### config.mk
export PLATFORM = sky130hd
export DESIGN_NAME = ddr_b2_read_pipe
export DESIGN_NICKNAME = d
export VERILOG_FILES = /design/src/rtl/rdp_pkg.sv /design/src/rtl/rdp_cmd_stage.sv /design/src/rtl/rdp_mem_array.sv /design/src/rtl/rdp_out_stage.sv /design/src/rtl/ddr_b2_read_pipe.sv
export SDC_FILE = /design/constraint.sdc
export NUM_CORES = 1
export LEC_CHECK = 0
export BUFFER_PORTS_ARGS = -buffer_cell sky130_fd_sc_hd__buf_2
export CAP_MARGIN = 5
export CORE_ASPECT_RATIO = 0.6
export CORE_MARGIN = 2
export CORE_UTILIZATION = 60
export CTS_BUF_LIST = sky130_fd_sc_hd__clkbuf_8
export DETAILED_ROUTE_END_ITERATION = 10
export MAX_ROUTING_LAYER = met4
export PLACE_DENSITY = 0.84
export SLEW_MARGIN = 20
export SYNTH_ARGS = -nofsm -noshare
export SYNTH_HDL_FRONTEND = slang
export SYNTH_HIERARCHICAL = 1
export SYNTH_SLANG_ARGS = --single-unit
### constraint.sdc
create_clock -name clk -period 3 [get_ports clk]
set_input_delay 0.6 -clock clk [delete_from_list [all_inputs] [get_ports clk]]
set_output_delay 0.6 -clock clk [all_outputs]
set_load 0.05 [all_outputs]
### src/rtl/rdp_pkg.sv
// Package: shared types for the double-rate burst read pipeline.
// Assumes one clock at twice the command rate; the phase type names the two
// kinds of edge.
package rdp_pkg;

    typedef enum logic {
        PH_KRISE = 1'b0,
        PH_KBAR  = 1'b1
    } half_e;

    typedef enum logic {
        LAT_ONE      = 1'b0,
        LAT_ONE_HALF = 1'b1
    } lat_e;

endpackage

### src/rtl/rdp_cmd_stage.sv
// Module: rdp_cmd_stage
// Tracks the half-cycle phase, samples read commands on K-rise edges and
// expands each accepted read into two beat addresses, one per edge.
// Assumes: synchronous active-low reset; after reset the first edge is K-rise.
module rdp_cmd_stage
    import rdp_pkg::*;
#(
    parameter int AW = 6
) (
    input  logic          clk,
    input  logic          rst_n,
    input  logic          cmd_read,
    input  logic          cmd_sel_n,
    input  logic [AW-1:0] rd_addr,
    output logic          kr_phase,
    output logic          beat_v,
    output logic [AW-1:0] beat_addr
);

    localparam int BW = AW - 1;

    half_e          ph;
    logic           rd_cmd;
    logic           cap_v;
    logic [BW-1:0]  cap_base;
    logic           brst_v;
    logic [BW-1:0]  brst_base;
    logic           addr_lsb_unused;

    assign addr_lsb_unused = rd_addr[0];
    assign kr_phase        = (ph == PH_KRISE);
    assign rd_cmd          = (ph == PH_KRISE) && cmd_read && !cmd_sel_n;

    // Alternate the phase on every edge, starting from K-rise after reset.
    always_ff @(posedge clk) begin
        if (!rst_n) ph <= PH_KRISE;
        else        ph <= (ph == PH_KRISE) ? PH_KBAR : PH_KRISE;
    end

    // Capture commands on K-rise edges and emit even then odd beats.
    always_ff @(posedge clk) begin
        if (!rst_n) begin
            cap_v     <= 1'b0;
            cap_base  <= '0;
            brst_v    <= 1'b0;
            brst_base <= '0;
            beat_v    <= 1'b0;
            beat_addr <= '0;
        end else if (ph == PH_KRISE) begin
            cap_v     <= rd_cmd;
            if (rd_cmd) cap_base <= rd_addr[AW-1:1];
            beat_v    <= brst_v;
            beat_addr <= {brst_base, 1'b1};
        end else begin
            beat_v    <= cap_v;
            beat_addr <= {cap_base, 1'b0};
            brst_v    <= cap_v;
            brst_base <= cap_base;
        end
    end

    AST_CMD_CAPTURE: assert property (@(posedge clk) disable iff (!rst_n)
        rd_cmd |=> (cap_v && cap_base == $past(rd_addr[AW-1:1])));

    AST_KBAR_IGNORED: assert property (@(posedge clk) disable iff (!rst_n)
        (ph == PH_KBAR) |=> ($stable(cap_v) && $stable(cap_base)));

    AST_BURST_PAIR: assert property (@(posedge clk) disable iff (!rst_n)
        (beat_v && !beat_addr[0]) |=>
            (beat_v && beat_addr[0] && beat_addr[AW-1:1] == $past(beat_addr[AW-1:1])));

endmodule

### src/rtl/rdp_mem_array.sv
// Module: rdp_mem_array
// Register-built storage with one backdoor write port and one asynchronous
// read port. Assumes the contents are not reset.
module rdp_mem_array #(
    parameter int DEPTH = 64,
    parameter int WIDTH = 18,
    parameter int AW    = 6
) (
    input  logic             clk,
    input  logic             bd_we,
    input  logic [AW-1:0]    bd_addr,
    input  logic [WIDTH-1:0] bd_wdata,
    input  logic [AW-1:0]    rd_addr,
    output logic [WIDTH-1:0] rd_data
);

    logic [WIDTH-1:0] mem_q [DEPTH];

    for (genvar w = 0; w < DEPTH; w++) begin : g_word
        // Load one word when the backdoor port addresses it.
        always_ff @(posedge clk) begin
            if (bd_we && bd_addr == AW'(w)) mem_q[w] <= bd_wdata;
        end
    end

    // Read the addressed word combinationally.
    always_comb begin
        rd_data = mem_q[rd_addr];
    end

endmodule

### src/rtl/rdp_out_stage.sv
// Module: rdp_out_stage
// Output register with selectable latency. The short path loads a beat one
// edge after it is issued, the long path two edges after. Assumes lat_long
// changes only while no beat is in flight.
module rdp_out_stage
    import rdp_pkg::*;
#(
    parameter int WIDTH = 18
) (
    input  logic             clk,
    input  logic             rst_n,
    input  logic             lat_long,
    input  logic             beat_v,
    input  logic [WIDTH-1:0] beat_data,
    output logic             q_valid,
    output logic [WIDTH-1:0] q_data
);

    logic             dly_v;
    logic [WIDTH-1:0] dly_data;
    logic             sel_v;
    logic [WIDTH-1:0] sel_data;
    lat_e             lat;

    assign lat = lat_e'(lat_long);

    // Extra half-cycle stage used only in the long-latency mode.
    always_ff @(posedge clk) begin
        if (!rst_n) begin
            dly_v    <= 1'b0;
            dly_data <= '0;
        end else begin
            dly_v    <= beat_v;
            dly_data <= beat_data;
        end
    end

    // Pick the stage that feeds the output for the current mode.
    always_comb begin
        if (lat == LAT_ONE_HALF) begin
            sel_v    = dly_v;
            sel_data = dly_data;
        end else begin
            sel_v    = beat_v;
            sel_data = beat_data;
        end
    end

    // Output register: loads only on a beat, otherwise holds the data.
    always_ff @(posedge clk) begin
        if (!rst_n) begin
            q_valid <= 1'b0;
            q_data  <= '0;
        end else begin
            q_valid <= sel_v;
            if (sel_v) q_data <= sel_data;
        end
    end

    AST_LAT_SHORT: assert property (@(posedge clk) disable iff (!rst_n)
        (!lat_long && beat_v) |=> q_valid);

    AST_LAT_LONG: assert property (@(posedge clk) disable iff (!rst_n)
        (lat_long && beat_v) |=> ##1 q_valid);

    AST_HOLD_IDLE: assert property (@(posedge clk) disable iff (!rst_n)
        !q_valid |-> $stable(q_data));

endmodule

### src/rtl/ddr_b2_read_pipe.sv
// Module: ddr_b2_read_pipe (top)
// Burst-of-two read pipeline on a double-rate clock: command stage, register
// array and output stage with selectable latency.
// Assumes DEPTH >= 4 and a synchronous active-low reset.
module ddr_b2_read_pipe #(
    parameter int DEPTH = 64,
    parameter int WIDTH = 18,
    localparam int AW   = $clog2(DEPTH)
) (
    input  logic             clk,
    input  logic             rst_n,
    input  logic             lat_long,
    input  logic             cmd_read,
    input  logic             cmd_sel_n,
    input  logic [AW-1:0]    rd_addr,
    output logic             kr_phase,
    input  logic             bd_we,
    input  logic [AW-1:0]    bd_addr,
    input  logic [WIDTH-1:0] bd_wdata,
    output logic             q_valid,
    output logic [WIDTH-1:0] q_data
);

    logic             beat_v;
    logic [AW-1:0]    beat_addr;
    logic [WIDTH-1:0] beat_data;

    rdp_cmd_stage #(.AW(AW)) u_cmd (
        .clk       (clk),
        .rst_n     (rst_n),
        .cmd_read  (cmd_read),
        .cmd_sel_n (cmd_sel_n),
        .rd_addr   (rd_addr),
        .kr_phase  (kr_phase),
        .beat_v    (beat_v),
        .beat_addr (beat_addr)
    );

    rdp_mem_array #(.DEPTH(DEPTH), .WIDTH(WIDTH), .AW(AW)) u_mem (
        .clk      (clk),
        .bd_we    (bd_we),
        .bd_addr  (bd_addr),
        .bd_wdata (bd_wdata),
        .rd_addr  (beat_addr),
        .rd_data  (beat_data)
    );

    rdp_out_stage #(.WIDTH(WIDTH)) u_out (
        .clk       (clk),
        .rst_n     (rst_n),
        .lat_long  (lat_long),
        .beat_v    (beat_v),
        .beat_data (beat_data),
        .q_valid   (q_valid),
        .q_data    (q_data)
    );

endmodule

Word level (Yosys, flattened, before mapping) --
Memory sizes are Yosys's and may differ from the RTL's. A register that Yosys moved wholly into a read port is not among the register bits. Index checks and enable logic that the tools add are counted.
Storage, ports and cells: register bits after elaboration 51, latch bits 0, memory bits (writable) 1152, bits in read-only memories 0, output and inout port bits 20, memories 1
Cells by class: $add $sub $neg 0, $mul 0, div/mod/pow operators 0, magnitude comparators 0, equality and inequality tests 63, shifts and indexed selects 0, multiplexer cells 322, bitwise operators 1, reduce and logical (&&, ||, !) cells 132
Memories:
- u_mem.mem_q | depth 64, width 18, rd ports 1, clocked after Yosys merged registers in 1, wr ports 1, line rdp_mem_array.sv:17 | logic [WIDTH-1:0] mem_q [DEPTH];
Operator list (number):
- $mux 18 | 64
- $reduce_or 18->1 | 63
- $mux 6 | 65
- $mux 1 | 193
- $eq 6x6->1 const B | 32
- $eq 6x5->1 const B | 16
- $logic_and 1x1->1 | 66
- $eq 6x4->1 const B | 8
- $eq 6x3->1 const B | 4
- $eq 6x2->1 const B | 2
- $eq 6x1->1 const B | 1
- $logic_not 6->1 | 1
- $reduce_and 2->1 | 1
- $logic_not 1->1 | 1
- $not 1->1 | 1

Logic depth before layout (Yosys ltp) --
word-level depth 68, gate-level depth with buffers 14

Cells and area by module --
Netlist, hierarchy kept.
Modules (own cells, without submodules):
- rdp_mem_array | instances 1, cells an instance 1997, area an instance 44433.9 sq um, seq. area each 34593.2 sq um
- rdp_out_stage | instances 1, cells an instance 123, area an instance 1433.9 sq um, seq. area each 760.7 sq um
- rdp_cmd_stage | instances 1, cells an instance 54, area an instance 620.6 sq um, seq. area each 360.3 sq um

Worst setup path before layout --
No wires, ideal clock.
path type input port to flip-flop, from input port bd_addr[4], to memory u_mem.mem_q[6][0] (enable), setup time 0.393 ns, arrival 2.226 ns, data required time 2.607 ns, setup slack 0.381 ns, cell stages on the path 4, path buffers 2, cell sequence or3b_2 clkbuf_1 clkbuf_1 nor2_1
Between the ends: longest elaborated chain between the ends 68, elaborated cells on any way between the ends 445, those cells by class eq/ne: 63; mux: 254; reduce/logical: 128
RTL lines:
- start, declared | line ddr_b2_read_pipe.sv:18 | input logic [AW-1:0] bd_addr,
- $eq 6x1->1 | line rdp_mem_array.sv:22 | if (bd_we && bd_addr == AW'(w)) mem_q[w] <= bd_wdata;
- $logic_and 1x1->1 | line rdp_mem_array.sv:22
- $mux 1 | line rdp_mem_array.sv:22
- $mux 1 (not written as such) | line rdp_mem_array.sv:22
- $reduce_or 18->1 (no source line)
- $mux 6 (no source line) / $mux 1 (equally long branches) (63 in series)
- end, declared | line rdp_mem_array.sv:17
Parallel ways exist; a longest one is shown, timed or not.

==> out/results.txt <==
io pins - 56
CTS clk-pin slew, worst paths - 0.07 ns
first-pass GRT wire length - 163000 µm
sum of buffers and inverters on the critical path - 4
Fill cells - 4445
final worst path period share - 0.978
Root Buffer Master - clkbuf_8
die width - 363 µm
Iter 0 DRT Violations - 4417
largest net degree at the start of global routing - 65
number of synthesized register bits - 1208
worst-skew pair later-pin latency - 0.81 ns
Worst setup EP type - flop
post-layout util - 0.679
Top delay family on crit path - simple AND/OR/NAND/NOR gates
r2r setup slk - 0.07 ns
core box area - 0.0771 mm²
Die ar. - 0.0798 mm²
crit path cell chain - buf_12 -> buf_12 -> buf_12 -> mux4_2 -> mux2i_1 -> buf_4 -> o21ai_0 -> a21oi_2 -> nor4_1 -> mux2i_1 -> nand2_2 -> o211a_1
status - finished clean
area of the multi-input gates - 0.00999 mm²
DRC viols - 0
worst reg2reg startpoint - u_cmd/beat_addr[0]
number of global-route vias before repair - 24000
Area growth syn-to-layout - 12.6%
critical path depth - 12
Mapped Cells - 2174
routed wire length - 114000 µm
total gr overflow - 0
Final ANT Viol Nets - 0
CP peak stage delay - 0.62 ns
Pins Over Slew Limit - 0
number of distinct library cells after synthesis - 40
RSZ-0062 raised after global routing - false
Clock Path Buffers - 3
Max Clock Skew - 0.0310 ns
CTS sink cnt - 1208
critical path's most frequent cell - buf_12
initial core utilization - 0.603
worst vdd ir - 0.567 mV
register area share after synthesis - 0.768
clock power share - 0.357
cts bufs inserted - 157
Static Leak - 17.0 nW
synth warn - 6
post-route cell area - 0.0524 mm²
hold slack - 0.0534 ns
Fin. Hold Viols - 0
Net Count, Synth - 2210
post-synthesis async set-or-reset flop share - 0
Sw Share - 0.221
IO Port Bufs - 54
Gate power share - 0.051
initial antenna violation count - 8
Worst-Margin Slew - 1.09 ns
Cell Int Power - 24.5 mW
Post-layout nets - 2549
setup violators final - 0
Fmax - 0.341 GHz
Net Switching - 6.95 mW
share of layout cells above drive strength 1 - 0.314
syn_area_per_cell - 21.4 µm²
worst min path class - primary input to flop
Worst EP required - 3.75 ns
first drt pass iteration count - 6
synthesized cell area - 0.0465 mm²
mean number of vias per cell - 6.70
CP Max Fanout - 10
Reg power frac - 0.592
Worst R2R Path Depth - 12
Setup crit start kind - flop
Sequential Area - 0.0357 mm²
Tmin final - 2.93 ns
Slew HR - 0.274
gp weighted congestion - 0.933
crit path capture - u_out/q_data[10]
DP Area - 0.0495 mm²
CP startpoint - u_cmd/beat_addr[0]
gr usage total - 0.299
Synth Flop Type - edfxtp_1
number of synthesized flops with an enable pin - 1152
power per cell area - 601 mW/mm²
CP Data Arrival Time - 3.69 ns
WS Path Type - flop to flop
vias - 24400
H-tree depth - 4
Max stage delay cell, worst path - nor4_1
RR Endpoint - u_out/q_data[10]
Die Y - 220 µm
Core Rows - 79
Avg WL per Cell - 31.2 µm
MaxCap Viol Count - 0
hold_buf cts - 0
TritonCTS clock tree - done
post-DP HPWL - 69600 µm
==> cell type report <==
type | instances | share of cell area
tap | 1012 | 0.0242
antenna | 8 | 0.000382
inverter | 1 | 0.0000717
timing repair buffer | 306 | 0.0489
multi-input combinational | 839 | 0.191
clock buffer | 166 | 0.0436
sequential | 1208 | 0.682
clock inverter | 107 | 0.00994
==> worst min-delay path, delay by kind of cell <==
| kind | cells | cell delay, ns |
|---|---|---|
| buf+inv | 1 | 0.10 |
| mux | 1 | 0.06 |
| simple gates | 1 | 0.04 |
==> synth_stat cells, types with 21 or more instances <==
cell type / number / area share
nand3_1: 34 / 0.0037
mux2i_1: 112 / 0.024
buf_2: 40 / 0.0043
mux4_2: 261 / 0.13
buf_6: 25 / 0.0061
edfxtp_1: 1152 / 0.74
a221oi_1: 21 / 0.0040
nand2_1: 58 / 0.0047
clkbuf_1: 36 / 0.0029
nor2_1: 75 / 0.0061
and2_1: 23 / 0.0031
nor2b_1: 40 / 0.0054
mux2_2: 29 / 0.0070
a22oi_1: 52 / 0.0084
dfxtp_1: 56 / 0.024
a21oi_1: 29 / 0.0031
==> cell families after synthesis <==
group	share of synthesized area
AOI/OAI and AO/OA	0.0281
buffers and inverters	0.0179
DFF	0.768
muxes	0.158
and+or+nand+nor	0.0278
==> registers in the layout, indices dropped and copies added (netlist names) <==
name             count
u_out/dly_v          1
u_out/q_valid        1
u_mem/mem_q       1152
u_cmd/cap_v          1
u_cmd/beat_addr      6
u_cmd/brst_base      5
u_cmd/brst_v         1
u_out/dly_data      18
u_out/q_data        18
u_cmd/cap_base       5
==> worst min-delay path by stage <==
stage	startpoint	slack (ns)	cells past startpoint	to
2_1_floorplan	u_cmd/cap_base[0]	0.43	2	u_cmd/cap_base[0]
3_3_place_gp	u_cmd/cap_base[3]	0.44	2	u_cmd/cap_base[3]
3_5_place_dp	u_cmd/cap_base[3]	0.46	2	u_cmd/cap_base[3]
4_1_cts	rd_addr[1]	0.004	3	u_cmd/cap_base[0]
5_1_grt	rd_addr[3]	0.03	3	u_cmd/cap_base[2]
6_report	rd_addr[2]	0.05	3	u_cmd/cap_base[1]
==> per-stage QoR <==
| stage | power [mW] | TNS (ns) | std cells | setup WS, ns |
|---|---|---|---|---|
| final | 31.5 | 0 | 3647 | 0.0668 |
| after global routing | 32.4 | 0 | 3646 | 0.00747 |
| after CTS | 31.6 | 0 | 3636 | 0.0470 |
| after detailed placement | 20.6 | -0.00499 | 3363 | -0.00499 |
| after global placement | 20.5 | 0 | 3363 | 0.126 |
| after floorplan | 19.8 | 0 | 2174 | 0.381 |
==> power groups by stage <==
stage          Clock [mW]  Combinational [mW]  Sequential (mW)
6_report             11.2                1.61             18.6
4_1_cts              11.4                1.57             18.6
2_1_floorplan           0               0.846             19.0
3_5_place_dp            0                1.56             19.0
3_3_place_gp            0                1.49             19.0
5_1_grt              12.0                1.69             18.6
==> what timing repair did <==
action / 4_1_cts / 5_1_grt
resized for setup: 2 / 5
endpoints found under the setup margin: 2 / 16
setup buffers: 0 / 3
==> layout by cell type, fill, tap and decap left out, drive strengths merged, types with 2 or more instances in the layout <==
cell,n
dfxtp,56
bufinv,2
o21a,2
edfxtp,1152
buf,306
mux2i,112
a31oi,10
nor2,75
mux2,30
o211a,20
a211o,10
mux4,261
a21oi,29
and3,7
a22oi,52
a311oi,12
nand2,68
nor2b,40
o21ai,5
a211oi,11
clkinv,50
and2,24
nor4,7
clkinvlp,6
inv,50
nand3,34
nand3b,2
diode,8
and2b,2
a221oi,21
clkbuf,166
==> routing by layer <==
metal / up-vias / share of wire / global-route usage
met3: 209 / 0.16 / 0.102
li1: 9729 / - / -
met1: 12600 / 0.37 / 0.427
met2: 1937 / 0.44 / 0.416
met4: 0 / 0.025 / 0.0817
met5: - / 0 / -
No activity file was read; power rests on OpenSTA's default activity.
